`config.mk`:
```
export PLATFORM = sky130hd
export DESIGN_NAME = dma2_engine
export DESIGN_NICKNAME = d
export VERILOG_FILES = /design/src/rtl/dma2_pkg.sv /design/src/rtl/dma2_chan.sv /design/src/rtl/dma2_arb.sv /design/src/rtl/dma2_seq.sv /design/src/rtl/dma2_engine.sv
export SDC_FILE = /design/constraint.sdc
export NUM_CORES = 1
export LEC_CHECK = 0
export BUFFER_PORTS_ARGS = -buffer_cell sky130_fd_sc_hd__buf_4
export CAP_MARGIN = 20
export CELL_PAD_IN_SITES_DETAIL_PLACEMENT = 1
export CELL_PAD_IN_SITES_GLOBAL_PLACEMENT = 2
export CORE_ASPECT_RATIO = 1.2
export CORE_UTILIZATION = 30
export DETAILED_ROUTE_END_ITERATION = 16
export HOLD_SLACK_MARGIN = 0.02
export MAX_ROUTING_LAYER = met4
export PLACE_DENSITY = 0.77
export RECOVER_POWER = 100
export SLEW_MARGIN = 10
export SYNTH_ARGS = -nofsm -noshare
export SYNTH_HDL_FRONTEND = slang
export SYNTH_SLANG_ARGS = --single-unit
```
`constraint.sdc`:
```
create_clock -name clk -period 3 [get_ports clk]
set_input_delay 0.3 -clock clk [delete_from_list [all_inputs] [get_ports clk]]
set_output_delay 0.3 -clock clk [all_outputs]
set_load 0.02 [all_outputs]
```
`src/rtl/dma2_pkg.sv`:
```
package dma2_pkg;
    localparam int AW  = 20;
    localparam int DW  = 16;
    localparam int CNW = 16;
    localparam int NCH = 2;
    localparam int CHW = (NCH > 1) ? $clog2(NCH) : 1;
    localparam int PHW = 2;
    localparam logic [PHW-1:0] PH_ADDR = 2'd0;
    localparam logic [PHW-1:0] PH_STB  = 2'd1;
    localparam logic [PHW-1:0] PH_WAIT = 2'd2;
    localparam logic [PHW-1:0] PH_END  = 2'd3;

    typedef enum logic [1:0] {
        STEP_KEEP  = 2'b00,
        STEP_UP    = 2'b01,
        STEP_DOWN  = 2'b10,
        STEP_KEEP2 = 2'b11
    } step_e;

    typedef struct packed {
        logic [AW-1:0]  src;
        logic [AW-1:0]  dst;
        logic           src_io;
        logic           dst_io;
        step_e          src_step;
        step_e          dst_step;
        logic           word;
        logic [CNW-1:0] count;
        logic           tc_stop;
        logic           en;
    } chan_state_t;

    function automatic logic [AW-1:0] ptr_next(input logic [AW-1:0] p,
                                               input step_e s,
                                               input logic w);
        logic [AW-1:0] amt;
        amt = w ? AW'(2) : AW'(1);
        case (s)
            STEP_UP:   ptr_next = p + amt;
            STEP_DOWN: ptr_next = p - amt;
            default:   ptr_next = p;
        endcase
    endfunction
endpackage

```
`src/rtl/dma2_chan.sv`:
```
module dma2_chan
    import dma2_pkg::*;
#(
    parameter bit BUS_WIDE = 1'b1
) (
    input  logic        clk,
    input  logic        rst,
    input  logic        cfg_we,
    input  chan_state_t cfg_in,
    input  logic        upd,
    output chan_state_t st,
    output logic        done
);
    logic [CNW-1:0] cnt_dec;
    assign cnt_dec = st.count - CNW'(1);

    always_ff @(posedge clk) begin
        if (rst) begin
            st   <= '0;
            done <= 1'b0;
        end else begin
            done <= 1'b0;
            if (cfg_we) begin
                st      <= cfg_in;
                st.word <= cfg_in.word & BUS_WIDE;
            end else if (upd) begin
                st.src   <= ptr_next(st.src, st.src_step, st.word);
                st.dst   <= ptr_next(st.dst, st.dst_step, st.word);
                st.count <= cnt_dec;
                if (st.tc_stop && cnt_dec == '0) begin
                    st.en <= 1'b0;
                    done  <= 1'b1;
                end
            end
        end
    end

    p_done_pulse_r8: assert property (@(posedge clk) disable iff (rst)
        done |=> !done);
    p_done_off_r8: assert property (@(posedge clk) disable iff (rst)
        done |-> !st.en);
    p_src_keep_r6: assert property (@(posedge clk) disable iff (rst)
        (upd && !cfg_we && (st.src_step == STEP_KEEP || st.src_step == STEP_KEEP2))
        |=> $stable(st.src));
    p_narrow_r9: assert property (@(posedge clk) disable iff (rst)
        !BUS_WIDE |-> !st.word);
endmodule

```
`src/rtl/dma2_arb.sv`:
```
module dma2_arb
    import dma2_pkg::*;
(
    input  logic [NCH-1:0] req,
    output logic           gnt_valid,
    output logic [CHW-1:0] gnt_idx
);
    always_comb begin
        gnt_valid = 1'b0;
        gnt_idx   = '0;
        for (int i = NCH - 1; i >= 0; i--) begin
            if (req[i]) begin
                gnt_valid = 1'b1;
                gnt_idx   = CHW'(i);
            end
        end
    end
endmodule

```
`src/rtl/dma2_seq.sv`:
```
module dma2_seq
    import dma2_pkg::*;
(
    input  logic           clk,
    input  logic           rst,
    input  logic           start,
    input  logic [CHW-1:0] start_ch,
    input  logic           ready,
    input  logic [DW-1:0]  rdata,
    output logic           busy,
    output logic           is_wr,
    output logic [PHW-1:0] phase,
    output logic [CHW-1:0] cur_ch,
    output logic [DW-1:0]  latch,
    output logic           upd
);
    assign upd = busy && is_wr && phase == PH_END;

    always_ff @(posedge clk) begin
        if (rst) begin
            busy   <= 1'b0;
            is_wr  <= 1'b0;
            phase  <= PH_ADDR;
            cur_ch <= '0;
            latch  <= '0;
        end else if (!busy) begin
            if (start) begin
                busy   <= 1'b1;
                is_wr  <= 1'b0;
                phase  <= PH_ADDR;
                cur_ch <= start_ch;
            end
        end else if (!(phase == PH_WAIT && !ready)) begin
            if (phase == PH_WAIT && !is_wr)
                latch <= rdata;
            if (phase == PH_END) begin
                phase <= PH_ADDR;
                if (!is_wr) is_wr <= 1'b1;
                else        busy  <= 1'b0;
            end else begin
                phase <= phase + PHW'(1);
            end
        end
    end

    p_stretch_r4: assert property (@(posedge clk) disable iff (rst)
        (busy && phase == PH_WAIT && !ready) |=> (busy && phase == PH_WAIT && $stable(is_wr)));
    p_latch_hold_r5: assert property (@(posedge clk) disable iff (rst)
        (busy && is_wr && $past(busy && is_wr)) |-> $stable(latch));
    p_no_split_r3: assert property (@(posedge clk) disable iff (rst)
        (busy && $past(busy)) |-> $stable(cur_ch));
endmodule

```
`src/rtl/dma2_engine.sv`:
```
module dma2_engine
    import dma2_pkg::*;
#(
    parameter bit BUS_WIDE = 1'b1
) (
    input  logic           clk,
    input  logic           rst,
    input  logic           cfg_we,
    input  logic           cfg_ch,
    input  logic [19:0]    cfg_src,
    input  logic [19:0]    cfg_dst,
    input  logic           cfg_src_io,
    input  logic           cfg_dst_io,
    input  logic [1:0]     cfg_src_step,
    input  logic [1:0]     cfg_dst_step,
    input  logic           cfg_word,
    input  logic [15:0]    cfg_count,
    input  logic           cfg_tc_stop,
    input  logic           cfg_en,
    input  logic [1:0]     dreq,
    input  logic           bus_ready,
    input  logic [15:0]    bus_rdata,
    output logic [19:0]    bus_addr,
    output logic           bus_io,
    output logic           bus_rd,
    output logic           bus_wr,
    output logic           bus_word,
    output logic [15:0]    bus_wdata,
    output logic [1:0]     chan_en,
    output logic [1:0]     done
);
    chan_state_t    cfg_in;
    chan_state_t    st [NCH];
    logic [NCH-1:0] req, upd_v;
    logic           gnt_valid, busy, is_wr, upd;
    logic [CHW-1:0] gnt_idx, cur_ch;
    logic [PHW-1:0] phase;
    logic [DW-1:0]  latch;
    chan_state_t    cur;

    always_comb begin
        cfg_in          = '0;
        cfg_in.src      = cfg_src;
        cfg_in.dst      = cfg_dst;
        cfg_in.src_io   = cfg_src_io;
        cfg_in.dst_io   = cfg_dst_io;
        cfg_in.src_step = step_e'(cfg_src_step);
        cfg_in.dst_step = step_e'(cfg_dst_step);
        cfg_in.word     = cfg_word;
        cfg_in.count    = cfg_count;
        cfg_in.tc_stop  = cfg_tc_stop;
        cfg_in.en       = cfg_en;
    end

    for (genvar i = 0; i < NCH; i++) begin : g_ch
        dma2_chan #(.BUS_WIDE(BUS_WIDE)) u_ch (
            .clk    (clk),
            .rst    (rst),
            .cfg_we (cfg_we && cfg_ch == CHW'(i)),
            .cfg_in (cfg_in),
            .upd    (upd_v[i]),
            .st     (st[i]),
            .done   (done[i])
        );
        assign req[i]     = st[i].en && dreq[i];
        assign upd_v[i]   = upd && cur_ch == CHW'(i);
        assign chan_en[i] = st[i].en;
    end

    dma2_arb u_arb (
        .req       (req),
        .gnt_valid (gnt_valid),
        .gnt_idx   (gnt_idx)
    );

    dma2_seq u_seq (
        .clk      (clk),
        .rst      (rst),
        .start    (gnt_valid),
        .start_ch (gnt_idx),
        .ready    (bus_ready),
        .rdata    (bus_rdata),
        .busy     (busy),
        .is_wr    (is_wr),
        .phase    (phase),
        .cur_ch   (cur_ch),
        .latch    (latch),
        .upd      (upd)
    );

    assign cur = st[cur_ch];

    always_comb begin
        bus_addr  = '0;
        bus_io    = 1'b0;
        bus_rd    = 1'b0;
        bus_wr    = 1'b0;
        bus_word  = 1'b0;
        bus_wdata = '0;
        if (busy) begin
            bus_addr = is_wr ? cur.dst : cur.src;
            bus_io   = is_wr ? cur.dst_io : cur.src_io;
            bus_word = cur.word;
            if (phase == PH_STB || phase == PH_WAIT) begin
                bus_rd = !is_wr;
                bus_wr = is_wr;
            end
            if (is_wr) bus_wdata = latch;
        end
    end

    p_strobe_excl_r4: assert property (@(posedge clk) disable iff (rst)
        !(bus_rd && bus_wr));
    p_prio_r2: assert property (@(posedge clk) disable iff (rst)
        (!busy && req[0]) |=> (busy && cur_ch == '0));
    p_idle_quiet_r10: assert property (@(posedge clk) disable iff (rst)
        (!busy && req == '0) |=> !busy);
endmodule

```
# After elaboration in Yosys (flattened, before gate mapping)
# Cells that the tools add are included.
dict set report word_totals {
  reg_bits 153
  latch_bits 0
  ram_bits 0
  mem_bits_ro 0
  in_bits 88
  out_inout_bits 44
  wordCells 149
  memories 0
}
dict set report op_classes {
  add_sub_neg 11
  multipliers 0
  div_mod_pow 0
  order_cmp 1
  n_eq_ne 13
  n_shift 0
  mux 52
  bitwise_logic 7
  n_reduce_logical 38
}
# cell n
set ops {}
lappend ops {{$mux 65} 3}
lappend ops {{$mux 40} 4}
lappend ops {{$pmux 20 s2} 4}
lappend ops {{$mux 16} 6}
lappend ops {{$add 20x20->20} 4}
lappend ops {{$sub 20x20->20} 4}
lappend ops {{$mux 20} 2}
lappend ops {{$logic_not 16->1} 2}
lappend ops {{$sub 16x1->16 const B} 2}
lappend ops {{$mux 1} 27}
lappend ops {{$reduce_and 2->1} 8}
lappend ops {{$eq 2x2->1 const B} 6}
lappend ops {{$logic_and 1x1->1} 12}
lappend ops {{$mux 2} 6}
lappend ops {{$reduce_bool 3->1} 4}
lappend ops {{$eq 2x1->1 const B} 5}
lappend ops {{$reduce_bool 2->1} 5}
lappend ops {{$not 1->1} 6}
lappend ops {{$reduce_and 3->1} 2}
lappend ops {{$reduce_or 3->1} 2}
lappend ops {{$ne 2x2->1 const B} 2}
lappend ops {{$add 2x1->2 const B} 1}
lappend ops {{$ge 2x2->1 const B} 1}
lappend ops {{$logic_not 1->1} 2}
lappend ops {{other kinds (2)} 2}

# Logic depth before layout (Yosys ltp)
dict set report logic_depth {
  ltp_word 6
  depth_mapped 11
}

# Cells and area by module
# From an unflattened synthesis, not the netlist that was laid out.
dict set report hier_totals {
  cells_unflattened 1482
  hier_area_um2 11986.5
}
# module n_inst cells_each area_each_um2
set by_module_without_submodules {}
lappend by_module_without_submodules {{dma2_chan at g_ch[0].u_ch} 1 622 5104.9}
lappend by_module_without_submodules {{dma2_chan at g_ch[1].u_ch} 1 658 5056.1}
lappend by_module_without_submodules {dma2_engine 1 103 955.9}
lappend by_module_without_submodules {dma2_seq 1 97 854.6}
lappend by_module_without_submodules {dma2_arb 1 2 15.0}

# Worst setup path after synthesis
# No wires, ideal clock.
dict set report synth_path {
  path_kind {reg2reg}
  start {register, netlist name g_ch[1].u_ch.st[19]}
  end {register, netlist name g_ch[1].u_ch.st[41]}
  setup_time_ns 0.134
  t_arrival_ns 2.829
  slack_ns 0.037
  path_stages_with_launch 12
  path_buffers 0
  cell_sequence {dfxtp_1 -> inv_1 -> ha_1 -> nor2b_1 -> fa_1 -> a21oi_1 -> o22ai_1 -> o41a_1 -> a311o_1 -> a31oi_1 -> xnor2_1 -> o22ai_1}
}
dict set report synth_via {
  elab_chain_len 4
}
# item line_no
set synth_rtl {}
lappend synth_rtl {{$eq 2x2->1 or $eq 2x1->1 (tied branches)} dma2_pkg.sv:38} ;# case (s)
lappend synth_rtl {{$pmux 20 s2} dma2_pkg.sv:38}
lappend synth_rtl {{$mux 40} dma2_chan.sv:26} ;# end else if (upd) begin
lappend synth_rtl {{$mux 40} dma2_chan.sv:23} ;# if (cfg_we) begin
# Parallel ways exist; a longest one is shown, timed or not. The select of a mux whose other input is x is not followed.
# A chain may end at the register's enable or synchronous reset.

# Worst setup path in the final report
dict set report layout_path {
  start {register, netlist name g_ch[0].u_ch.st[21]}
  end {register, netlist name g_ch[0].u_ch.st[63]}
}
dict set report layout_via {
  elab_chain_len 4
}
# item line_no
set layout_rtl {}
lappend layout_rtl {{$eq 2x2->1 or $eq 2x1->1 (tied branches)} dma2_pkg.sv:38}
lappend layout_rtl {{$pmux 20 s2} dma2_pkg.sv:38}
lappend layout_rtl {{$mux 40} dma2_chan.sv:26}
lappend layout_rtl {{$mux 40} dma2_chan.sv:23}
# Parallel ways exist; a longest one is shown, timed or not. The select of a mux whose other input is x is not followed.

==> summary.log <==
qor: status.failed_checks max-capacitance violations, max-slew violations
qor: routing.final_antenna_net_count 0
qor: worst_setup_path.cp-endpoint g_ch[0].u_ch.st[63]
qor: placed_design.dp_hpwl 33.0 mm
qor: worst_setup_path.worst_ep_required_time 3310 ps
qor: yosys.yosysTopAreaCell sky130_fd_sc_hd__dfxtp_1
qor: yosys.syn_nets 1660
qor: timing.tightest_slew 2160 ps
qor: grt.grt_antenna_before_repair 0
qor: clocking.tritoncts built
qor: floorplan.floorplan.rows 78
qor: grt.grt_start_max_net_pins 84
qor: yosys.mapped_cell_area 11600 sq um
qor: worst_setup_path.regToRegSetupSlack 110 ps
qor: clocking.cts-root-buf sky130_fd_sc_hd__clkbuf_16
qor: grt.groute.usage.overall 22.6%
qor: status.outcome finished, violations left
qor: yosys.syn-instance-count 1482
qor: worst_setup_path.worstPathBufferInverterCount 1
qor: worst_hold_path.holdCritPathClass in -> reg
qor: power.pwr-share-comb 19.2%
qor: cells_and_area.finalCoreUtilization 36.4%
qor: power.power.share.switching 31.6%
qor: power.power_switching 1730 uW
qor: clocking.cts_inserted_buffers 17
qor: floorplan.placeableCoreArea 37900 sq um
qor: grt.first_pass_grt_wire_length 67.4 mm
qor: clocking.numClockSinks 153
qor: cells_and_area.num-fill-cells 4623
qor: yosys.ys_dominant_reg_cell sky130_fd_sc_hd__dfxtp_1
qor: cells_and_area.layout-area-overhead-vs-synth 19.4%
qor: floorplan.initial_core_utilization 30.5%
qor: power.p_leak 0.00559 uW
qor: routing.post_drt_via_cell_ratio 5.58
qor: yosys.synth_enable_flop_cells 0
qor: yosys.synthesis.area_per_instance 7.79 sq um
qor: worst_setup_path.critical_path.startpoint g_ch[0].u_ch.st[21]
qor: timing.final_min_period_over_clock_period 96.5%
qor: cells_and_area.finalNetCount 1777
qor: clocking.ctsHoldBuffers 0
qor: yosys.synthTopCellsByArea sky130_fd_sc_hd__dfxtp_1, sky130_fd_sc_hd__ha_1, sky130_fd_sc_hd__a21oi_1
qor: worst_setup_path.timing.critical_path.fanout_max 4
qor: power.seq_power_share 41.3%
qor: yosys.synth.yosys.seq_area_share 26.5%
qor: power.cell_area_power_density 397 nW/um^2
qor: worst_setup_path.worst_r2r_endpoint g_ch[0].u_ch.st[63]
qor: cells_and_area.finish.cell_count_without_fillers 2093
qor: timing.timing.setup.tns 0 ps
qor: worst_setup_path.crit_slowest_cell sky130_fd_sc_hd__fa_1
qor: yosys.synth.most_common_cell sky130_fd_sc_hd__nand2_1
qor: power.power.clock.fraction 39.5%
qor: worst_setup_path.kind_of_cell_adding_the_most_delay_to_the_critical_path simple AND/OR/NAND/NOR gates
qor: worst_setup_path.critical_path_arrival 3210 ps
qor: yosys.ys_ff_latch 153
qor: floorplan.dieArea 39300 sq um
qor: power.cellInternalPower 3740 uW
qor: yosys.yosys_warnings 0
qor: timing.hold_violations 0
qor: timing.finalSetupViolCount 0
qor: cells_and_area.post_route_cells_drive_above_1_share 14.8%
qor: clocking.clock_tree.htree_level_count 4
qor: grt.grt_overflow_total 0
qor: clocking.clkLatencyLatePin 450 ps
qor: routing.drt_first_iter_violations 431
qor: clocking.worst_setup_hold_path_clk_slew 70 ps
qor: routing.detail_route.wl_per_cell 20.6 microns
qor: grt.first_global_vias 12.0k
qor: placed_design.buffer_ports.inserted 131
qor: job.max_cap_viol_count 3
qor: worst_setup_path.worst_r2r_startpoint g_ch[0].u_ch.st[21]
qor: placed_design.routabilityCongestion 0.886
qor: worst_setup_path.crit_cells 11
qor: power.peakVddDrop 0.000396 V
qor: timing.final.setup_skew 12.6 ps
qor: worst_setup_path.cp-start-kind register
qor: placed_design.place_inst 2059
qor: clocking.clk_path_buf_depth 2
qor: yosys.synth-async-reset-ratio 0%
qor: worst_setup_path.number_of_cells_traversed_by_the_worst_register_to_register_path 11
qor: routing.drc 0
qor: floorplan.floorplan.io_pins 132
qor: worst_setup_path.endpoint_class_of_the_critical_path register
qor: worst_setup_path.crit_path_cell_trace inv_1, ha_1, nor2b_2, fa_1, a21o_1, a21oi_2, o21ai_1, a41o_1, nor2_4, nor4_1, or4_1
qor: worst_setup_path.cp_slowest_stage_delay 440 ps
qor: timing.timing_max_transition_violations_final 135
qor: timing.slew_headroom -44.0%
qor: floorplan.die_x 181 microns
qor: routing.num_vias 11.7k
qor: yosys.commonest_cells_in_the_netlist sky130_fd_sc_hd__nand2_1, sky130_fd_sc_hd__dfxtp_1, sky130_fd_sc_hd__a21oi_1
qor: timing.min_period 2890 ps
qor: floorplan.die_h 217 microns
qor: worst_setup_path.worstSetupPathType reg -> reg
qor: yosys.yosysUniqueCellTypes 72
qor: routing.drt_pass_1_iters 4
qor: yosys.synthDominantCellAreaShare 26.5%
qor: timing.maxClockFrequency 346 MHz
qor: routing.routed_wirelength 43.0 mm
-- cell type report --
cell class / instances / area (sq um) / share of cell area (%)
sequential: 153 / 3060 / 22.2
clock buffer: 18 / 429 / 3.11
antenna: 1 / 2.50 / 0.0182
clock inverter: 14 / 138 / 0.998
tap: 480 / 601 / 4.36
inverter: 39 / 146 / 1.06
timing repair buffer: 185 / 1290 / 9.38
multi-input combinational: 1203 / 8110 / 58.8
-- routing by layer --
metal | global-route usage [%] | vias to the layer above | part of all wire, %
met5 | - | - | 0
met4 | 8.31 | 0 | 3.2
met3 | 2.91 | 59 | 3.2
met2 | 38.4 | 223 | 50
met1 | 27.2 | 5730 | 44
li1 | - | 5675 | -
-- sequential cells by signal, summed over array words and instances, names as in the netlist --
name,cells
u_seq.cur_ch,1
g_ch.u_ch.done,2
u_seq.busy,1
u_seq.is_wr,1
u_seq.latch,16
u_seq.phase,2
g_ch.u_ch.st,130
-- power groups by stage --
stage / combinational (uW) / clock [uW] / sequential, uW
after floorplan: 689 / 0 / 2240
after global placement: 1020 / 0 / 2300
after detailed placement: 1040 / 0 / 2300
after CTS: 1050 / 2220 / 2260
after global routing: 1160 / 2290 / 2270
final: 1050 / 2160 / 2260
-- logic make-up after synthesis --
| family | share of synthesized area, % |
|---|---|
| fa+ha+maj | 10.0 |
| xor+xnor | 6.60 |
| flops | 26.5 |
| simple gates | 23.6 |
| mux | 4.89 |
| buf+inv | 4.31 |
| compound gates | 24.1 |
-- worst register-to-register path, stage by stage (launching register included) --
cell,delay (ps)
sky130_fd_sc_hd__dfxtp_1,330
sky130_fd_sc_hd__inv_1,50
sky130_fd_sc_hd__ha_1,270
sky130_fd_sc_hd__nor2b_2,200
sky130_fd_sc_hd__fa_1,440
sky130_fd_sc_hd__a21o_1,190
sky130_fd_sc_hd__a21oi_2,170
sky130_fd_sc_hd__o21ai_1,140
sky130_fd_sc_hd__a41o_1,330
sky130_fd_sc_hd__nor2_4,140
sky130_fd_sc_hd__nor4_1,70
sky130_fd_sc_hd__or4_1,430
-- cell usage in the layout (no fill, tap or decap), drive strengths merged, types with 45 or more instances in the layout --
cell and n:
nor3 50, dfxtp 153, ha 86, inv 45, clkbuf 50, and3 58, a21oi 150, nor2 132
o21ai 49, nand2 175, a211oi 50, xnor2 53, buf 153
-- stage by stage --
step / hold slack [ps] / setup WS [ps] / instance area, sq um / total power, uW
floorplan: 419 / 37.2 / 11600 / 2930
detailed placement: 445 / -28.6 / 13200 / 3340
global placement: 437 / 64.3 / 13200 / 3320
finish: 57.1 / 106 / 13800 / 5470
CTS: 37.1 / 0.649 / 13800 / 5530
global route: 43.0 / -19.6 / 13800 / 5720
-- worst min-delay path by stage --
stage          slack (ps)            start               to  cells past startpoint
2_1_floorplan         420          dreq[0]     u_seq.cur_ch                      1
3_3_place_gp          440   u_seq.latch[2]   u_seq.latch[2]                      2
3_5_place_dp          440  u_seq.latch[12]  u_seq.latch[12]                      2
4_1_cts                40          dreq[0]     u_seq.cur_ch                      2
5_1_grt                40          dreq[0]     u_seq.cur_ch                      2
6_report               60          dreq[0]     u_seq.cur_ch                      2
-- repair_timing --
item / in CTS / in global routing
gates resized for setup: 2 / 27
pin swaps: 0 / 4
endpoints found under the setup margin: 2 / 20
setup buffers: 0 / 1
Power figures use the tool's default switching activity.
